### src/rtl/vq_pkg.sv
package vq_pkg;
    typedef enum logic [0:0] {
        VQ_IDLE = 1'b0,
        VQ_TAKE = 1'b1
    } vq_state_e;
endpackage

### src/rtl/vq_pend_reg.sv
module vq_pend_reg #(
    parameter int NLINES = 13,
    parameter int IDX_W  = 5,
    parameter int VS_W   = 3
) (
    input  logic              clk,
    input  logic              rst_n,
    input  logic              set_valid,
    input  logic [IDX_W-1:0]  set_idx,
    input  logic              set_level,
    input  logic              cfg_load,
    input  logic [NLINES-1:0] cfg_lie,
    input  logic [VS_W-1:0]   cfg_vs,
    output logic [NLINES-1:0] pend,
    output logic [NLINES-1:0] lie,
    output logic [VS_W-1:0]   vs
);
    // one flop per line; an index past the last line matches no flop
    for (genvar g = 0; g < NLINES; g++) begin : g_line
        always_ff @(posedge clk or negedge rst_n) begin
            if (!rst_n) begin
                pend[g] <= 1'b0;
            end else if (set_valid && (set_idx == IDX_W'(g))) begin
                pend[g] <= set_level;
            end
        end
    end

    always_ff @(posedge clk or negedge rst_n) begin
        if (!rst_n) begin
            lie <= '0;
            vs  <= '0;
        end else if (cfg_load) begin
            lie <= cfg_lie;
            vs  <= cfg_vs;
        end
    end

    AST_OOR_IGNORED: assert property (@(posedge clk) disable iff (!rst_n)
        (set_valid && (int'(set_idx) >= NLINES)) |=> $stable(pend));
endmodule

### src/rtl/vq_prio_enc.sv
module vq_prio_enc #(
    parameter int NLINES = 13,
    parameter int VEC_W  = 4
) (
    input  logic [NLINES-1:0] req,
    output logic [VEC_W-1:0]  win,
    output logic              any
);
    // ascending scan: the last set bit seen is the highest one
    always_comb begin
        win = '0;
        any = 1'b0;
        for (int i = 0; i < NLINES; i++) begin
            if (req[i]) begin
                win = VEC_W'(i);
                any = 1'b1;
            end
        end
    end
endmodule

### src/rtl/vq_vec_calc.sv
module vq_vec_calc #(
    parameter int ADDR_W    = 32,
    parameter int VEC_W     = 4,
    parameter int VS_W      = 3,
    parameter int CODE_BASE = 64
) (
    input  logic [ADDR_W-1:0] base,
    input  logic [VEC_W-1:0]  vec,
    input  logic [VS_W-1:0]   vs,
    output logic [ADDR_W-1:0] pc
);
    localparam int SH_W = VS_W + 2;

    logic [ADDR_W-1:0] units;
    logic [SH_W-1:0]   shamt;

    always_comb begin
        units = ADDR_W'(CODE_BASE) + ADDR_W'(vec);
        shamt = SH_W'(vs) + SH_W'(2);
        if (vs == '0) begin
            pc = base;
        end else begin
            pc = base + (units << shamt);
        end
    end
endmodule

### src/rtl/vec_irq_qual.sv
module vec_irq_qual #(
    parameter int NLINES    = 13,
    parameter int IDX_W     = 5,
    parameter int VS_W      = 3,
    parameter int ADDR_W    = 32,
    parameter int CODE_BASE = 64,
    parameter int VEC_W     = $clog2(NLINES)
) (
    input  logic              clk,
    input  logic              rst_n,
    input  logic              set_valid,
    input  logic [IDX_W-1:0]  set_idx,
    input  logic              set_level,
    input  logic              cfg_load,
    input  logic [NLINES-1:0] cfg_lie,
    input  logic [VS_W-1:0]   cfg_vs,
    input  logic              glb_ie,
    input  logic              dbg_active,
    input  logic [ADDR_W-1:0] entry_base,
    output logic [NLINES-1:0] pend_o,
    output logic              take_req,
    output logic [VEC_W-1:0]  vec_num,
    output logic [ADDR_W-1:0] target_pc,
    output logic              has_work
);
    import vq_pkg::*;

    logic [NLINES-1:0] pend, lie, masked;
    logic [VS_W-1:0]   vs;
    logic [VEC_W-1:0]  win;
    logic              any_masked;
    logic [ADDR_W-1:0] pc_calc;
    logic              qualify;
    vq_state_e         state, state_nx;

    vq_pend_reg #(.NLINES(NLINES), .IDX_W(IDX_W), .VS_W(VS_W)) u_pend (
        .clk(clk), .rst_n(rst_n), .set_valid(set_valid), .set_idx(set_idx),
        .set_level(set_level), .cfg_load(cfg_load), .cfg_lie(cfg_lie),
        .cfg_vs(cfg_vs), .pend(pend), .lie(lie), .vs(vs)
    );

    assign masked = pend & lie;

    vq_prio_enc #(.NLINES(NLINES), .VEC_W(VEC_W)) u_prio (
        .req(masked), .win(win), .any(any_masked)
    );

    vq_vec_calc #(.ADDR_W(ADDR_W), .VEC_W(VEC_W), .VS_W(VS_W),
                  .CODE_BASE(CODE_BASE)) u_calc (
        .base(entry_base), .vec(win), .vs(vs), .pc(pc_calc)
    );

    assign qualify  = glb_ie && !dbg_active && any_masked;
    assign has_work = any_masked;
    assign pend_o   = pend;

    // state register
    always_ff @(posedge clk or negedge rst_n) begin
        if (!rst_n) state <= VQ_IDLE;
        else        state <= state_nx;
    end

    always_comb begin
        state_nx = state;
        unique case (state)
            VQ_IDLE: if (qualify)  state_nx = VQ_TAKE;
            VQ_TAKE: if (!qualify) state_nx = VQ_IDLE;
            default: state_nx = VQ_IDLE;
        endcase
    end

    // outputs, registered alongside the state
    always_ff @(posedge clk or negedge rst_n) begin
        if (!rst_n) begin
            vec_num   <= '0;
            target_pc <= '0;
        end else if (qualify) begin
            vec_num   <= win;
            target_pc <= pc_calc;
        end
    end

    assign take_req = (state == VQ_TAKE);

    AST_TAKE_QUALIFIED: assert property (@(posedge clk) disable iff (!rst_n)
        take_req |-> $past(glb_ie && !dbg_active && (masked != '0)));
    AST_VEC_PENDING: assert property (@(posedge clk) disable iff (!rst_n)
        take_req |-> ((($past(masked) >> vec_num) & NLINES'(1)) != '0));
    AST_VEC_HIGHEST: assert property (@(posedge clk) disable iff (!rst_n)
        take_req |-> ((($past(masked) >> vec_num) >> 1) == '0));
    AST_FLAT_ENTRY: assert property (@(posedge clk) disable iff (!rst_n)
        (take_req && ($past(vs) == '0)) |-> (target_pc == $past(entry_base)));
    AST_WORK_BEFORE_TAKE: assert property (@(posedge clk) disable iff (!rst_n)
        take_req |-> $past(has_work));
endmodule

### config.mk
export PLATFORM = sky130hd
export DESIGN_NAME = vec_irq_qual
export DESIGN_NICKNAME = d
export VERILOG_FILES = /design/src/rtl/vq_pkg.sv /design/src/rtl/vq_pend_reg.sv /design/src/rtl/vq_prio_enc.sv /design/src/rtl/vq_vec_calc.sv /design/src/rtl/vec_irq_qual.sv
export SDC_FILE = /design/constraint.sdc
export NUM_CORES = 1
export LEC_CHECK = 0
export ABC_AREA = 1
export BUFFER_PORTS_ARGS = -buffer_cell sky130_fd_sc_hd__buf_2
export CAP_MARGIN = 5
export CORE_MARGIN = 5
export CORE_UTILIZATION = 55
export DETAILED_ROUTE_END_ITERATION = 8
export GPL_ROUTABILITY_DRIVEN = 0
export PLACE_DENSITY = 0.81
export SYNTH_ARGS = -nofsm -noshare
export SYNTH_HDL_FRONTEND = slang
export SYNTH_SLANG_ARGS = --single-unit
export TNS_END_PERCENT = 100
### constraint.sdc
create_clock -name clk -period 4 [get_ports clk]
set_input_delay 0.2 -clock clk [delete_from_list [all_inputs] [get_ports clk]]
set_output_delay 0.2 -clock clk [all_outputs]
set_load 0.005 [all_outputs]
After elaboration in Yosys (flattened, before gate mapping)
Index checks and enable logic that the tools add are counted.
- logic and storage cells: 80
- output and inout bits: 51
- register bits after elaboration: 66
- input port bits: 60
- shift operators: 1
- $add $sub $neg: 3
- bitwise gates (word level): 1
- equal/unequal tests: 12
- reductions and logical operators: 18
- muxes and demuxes: 27
- operators by type and width (kind ; number):
    32-bit adder ; 1
    32-bit 2-to-1 mux ; 1
    32-bit by 5-bit left shift with 32-bit output ; 1
    5-bit by 4-bit == test with 1-bit output, second input constant ; 5
    5-bit by 3-bit == test with 1-bit output, second input constant ; 4
    4-bit 2-to-1 mux ; 5
    1-bit logical AND ; 15
    1-bit 2-to-1 mux ; 15
    13-bit AND ; 1
    3-bit 2-to-1 mux ; 4
    5-bit by 2-bit == test with 1-bit output, second input constant ; 2
    7-bit by 4-bit adder with 8-bit output, first input constant ; 1
    5-bit by 1-bit == test with 1-bit output, second input constant ; 1
    5-bit zero test ; 1
    3-bit by 2-bit adder with 4-bit output, second input constant ; 1
    2-bit 2-to-1 mux ; 2
    3-bit zero test ; 1
    1-bit zero test ; 1

Longest topological paths before layout
- depth after elaboration: 17
- mapped depth: 30
- gate-level depth less buffers: 30

By module
Synthesis repeated with hierarchy kept, for this count alone.
- cell total of the unflattened synthesis: 950
- area, all modules: 5866.9 um^2
- by module, submodules not included (module ; sequential area each (um^2) ; cells an instance ; times used ; area an instance (um^2)):
    vq_vec_calc ; 0.0 ; 600 ; 1 ; 2812.7
    vec_irq_qual ; 925.9 ; 188 ; 1 ; 1637.8
    vq_pend_reg ; 725.7 ; 126 ; 1 ; 1266.2
    vq_prio_enc ; 0.0 ; 36 ; 1 ; 150.1

Least setup slack after synthesis
Ideal clock, no wire load.
- kind: reg2reg
- start point: register u_pend.vs[2]
- end point: register target_pc[12]
- cell stages (with the launch flop): 18
- setup slack: 0.927 ns
- path buffers: 2
- data arrival time: 2.949 ns
- data required time: 3.876 ns
- setup time: 0.124 ns
- clock period less this slack: 3.073 ns
- cell sequence: dfrtp_1 > ha_1 > clkbuf_1 > inv_1 > clkbuf_1 > nand2_1 > nor2_1 > ha_1 > fa_1 > nand3_1 > nand2_1 > a21oi_2 > inv_1 > a21oi_1 > inv_1 > or2_0 > nand3_1 > a21oi_1
- longest elaborated chain between the ends: 4
- ends and longest elaborated chain (what ; line ; text):
    start, declared ; vq_pend_reg.sv:16 ; output logic [VS_W-1:0] vs
    start signal, assigned ; vq_pend_reg.sv:35 ; vs <= cfg_vs;
    3-bit by 2-bit adder with 4-bit output ; vq_vec_calc.sv:19 ; shamt = SH_W'(vs) + SH_W'(2);
    32-bit by 5-bit left shift with 32-bit output ; vq_vec_calc.sv:23 ; pc = base + (units << shamt);
    32-bit adder ; vq_vec_calc.sv:23 ;
    32-bit 2-to-1 mux (*) ; vq_vec_calc.sv:20 ; if (vs == '0) begin
    end signal, assigned ; vec_irq_qual.sv:79 ; target_pc <= pc_calc;
    end, declared ; vec_irq_qual.sv:23 ; output logic [ADDR_W-1:0] target_pc,
Every way passes the cells marked *; elsewhere a longest branch is shown, timed or not.
A chain may end at the register's enable or synchronous reset.

Worst setup path after layout
- start point: register u_pend.vs[1]
- end point: register target_pc[21]
The elaborated chain is that of the path after synthesis.

==> qor.txt <==
final hold vios = 0
total nets after synthesis = 738
dominant register cell in the synthesized netlist = dfrtp_1
initial antenna violation count = 0
worst hold path type = in2reg
maximum clock path buffer count = 2
worst endpoint required time = 4.24 ns
FF+latch count, synth = 66
CTS clock-pin slew for the worst setup and hold paths = 0.07 ns
RSZ-0062 raised after global routing = false
wire length per cell = 14.74 um
met1 usage = 32.06%
Clock Skew = 0.01756 ns
most frequent CP cell = nand2_1
TNS Setup = 0 ns
max incr delay on CP = 0.49 ns
static leakage = 2.863 nW
die area = 10580 um^2
vias in the first global route = 4707
Final Max Slew Viols = 0
drc violations = 0
P per Cell Area = 488.9 nW/um^2
Area after DPL = 5340 um^2
Via-to-Cell Ratio = 5.520
Fillers = 730
largest net degree at the start of global routing = 39
EDFF count, synth = 0
clk root buf = clkbuf_8
Setup Fix Bufs, Post-CTS = 0
chip width = 102.9 um
mapped cell area = 4745 um^2
Worst IR Drop VDD = 220.0 uV
worst-path maximum fanout = 16
slowest stage cell, crit path = dfrtp_1
final instance area = 5577 um^2
Yosys warnings = 0
Reg area = 1652 um^2
most common cell in the synthesized netlist = nand2_1
ANT nets after route = 0
area leader, netlist = dfrtp_1
area of the multi-input gates = 2819 um^2
synth top area cells = dfrtp_1, nand2_1, a21oi_1
first-pass GRT wire length = 21220 um
status = finished clean
Placed Cells incl. Taps = 852
max_cap viols = 0
# clock sinks = 66
num ports = 111
area grow syn2layout = 17.54%
Critical Path Start Type = flip-flop
grt ovf = 0
total power = 2.726 mW
M3 GR Usage = 3.992%
Crit Path Class = reg2reg
CTS HTree Levels = 3
min Tclk post-route = 3.538 ns
Non-Filler Instances = 869
layout cells sized above 1 = 22.77%
core area = 8299 um^2
worst skew pair latency = 0.36 ns
Synth cell types = 43
# port buffers = 110
Worst setup EP type = flip-flop
die height = 102.9 um
share of the synthesized area in the top cell type = 34.81%
FFs w/ async S/R, synth = 100.0%
Worst Path Arrival = 3.78 ns
Least-Margin Pin Slew = 0.7621 ns
synth cell count leaders = nand2_1, a21oi_1, dfrtp_1
via count = 4797
Hold Slack = 0.06825 ns
final wirelength = 12810 um
worst path cell trace = ha_1 > inv_1 > nand3_1 > o21ai_0 > ha_1 > nand2_1 > inv_1 > nand2_1 > nand2_1 > a21oi_1 > nand3_2 > a21o_1 > or2_1 > nand3_1 > a21oi_1
Syn Area/Cell = 7.255 um^2
DP HPWL = 9987 um
Initial Util = 57.17%
TritonCTS clock tree = done
1st-iter DRT viols = 316
Slew HR = 49.19%
register area share after synthesis = 34.81%
FMAX = 282.7 MHz
fin crit share = 88.44%
ANT cells = 0
row count = 33
CTS buffer count = 9
final setup fails = 0
Initial DRT Pass Iterations = 7
total track usage = 25.11%
met2 GRT Util = 42.92%
nets = 843
global route hottest layer = met2
Synth Instances = 654
## path summary, 6_finish.rpt
| kind | start | end | slack (ns) | cells past startpoint |
|---|---|---|---|---|
| max | u_pend.vs[1] | target_pc[21] | 0.46 | 15 |
| min | cfg_vs[1] | u_pend.vs[1] | 0.07 | 3 |
| max reg2reg | u_pend.vs[1] | target_pc[21] | 0.46 | 15 |
| min reg2reg | target_pc[22] | target_pc[22] | 0.48 | 2 |
| max in group asynchronous | rst_n | vec_num[1] | 2.63 | 3 |
| min in group asynchronous | rst_n | target_pc[14] | 0.44 | 2 |
## flip-flops by register name, indices dropped and copies added (netlist names)
signal / cells
u_pend.vs: 3
vec_num: 4
u_pend.lie: 13
target_pc: 32
u_pend.pend: 13
take_req: 1
## timing repair
action	in CTS	in global routing
setup endpoints to repair	0	0
hold buffers	1	0
gates resized for setup	0	0
endpoints found under the hold margin	33	0
## layout by cell type (no fill, tap or decap), types with 6 or more instances in the layout
master    instances
nand2_1         184
nor3_1           10
o21ai_1          14
or2_2             6
clkbuf_8         10
mux2_2           14
nor2_1           63
buf_2           110
dfrtp_1          66
ha_1             23
nand3_1          30
o21ai_0          38
a31oi_1          10
nand4_1           9
xor2_1           12
inv_1            42
a21oi_1          66
## worst max-delay path, delay by kind of cell, from the launching register on
family / cells / cell delay (ns)
simple gates: 7 / 0.91
compound gates: 4 / 0.83
flops: 1 / 0.49
fa+ha+maj: 2 / 0.77
buf+inv: 2 / 0.44
## report_power, final
| group | internal (mW) | switching (mW) |
|---|---|---|
| logic | 0.444 | 0.636 |
| clock network | 0.369 | 0.287 |
| registers | 0.874 | 0.116 |
| total | 1.69 | 1.04 |
## area by class of cell
class | count | share of cell area, %
Multi-Input combinational cell | 523 | 50.55
Sequential cell | 66 | 29.62
Timing Repair Buffer | 113 | 10.32
Inverter | 46 | 3.096
Clock buffer | 10 | 2.468
Tap cell | 105 | 2.356
Clock inverter | 6 | 1.593
## layer usage
metal,vias to the layer above,share of wire [%]
li1,2400,-
met1,2174,42
met2,204,49
met3,19,7.9
met4,0,1.6
met5,-,0
## stage by stage
step,setup WS (ns),util [%]
after floorplan,0.9275,-
after global placement,0.6037,64.34
after detailed placement,0.5567,64.34
after CTS,0.5230,67.19
after global routing,0.2201,67.19
final,0.4624,67.19
## cells by family after synthesis
group / share of synthesized area (%)
XOR/XNOR: 2.769
adder cells (fa/ha/maj): 6.487
buffers and inverters: 5.775
flip-flops: 34.81
AO/OA/AOI/OAI: 17.62
multiplexers: 3.323
AND/OR/NAND/NOR: 29.22
No activity file was read; power rests on OpenSTA's default activity.
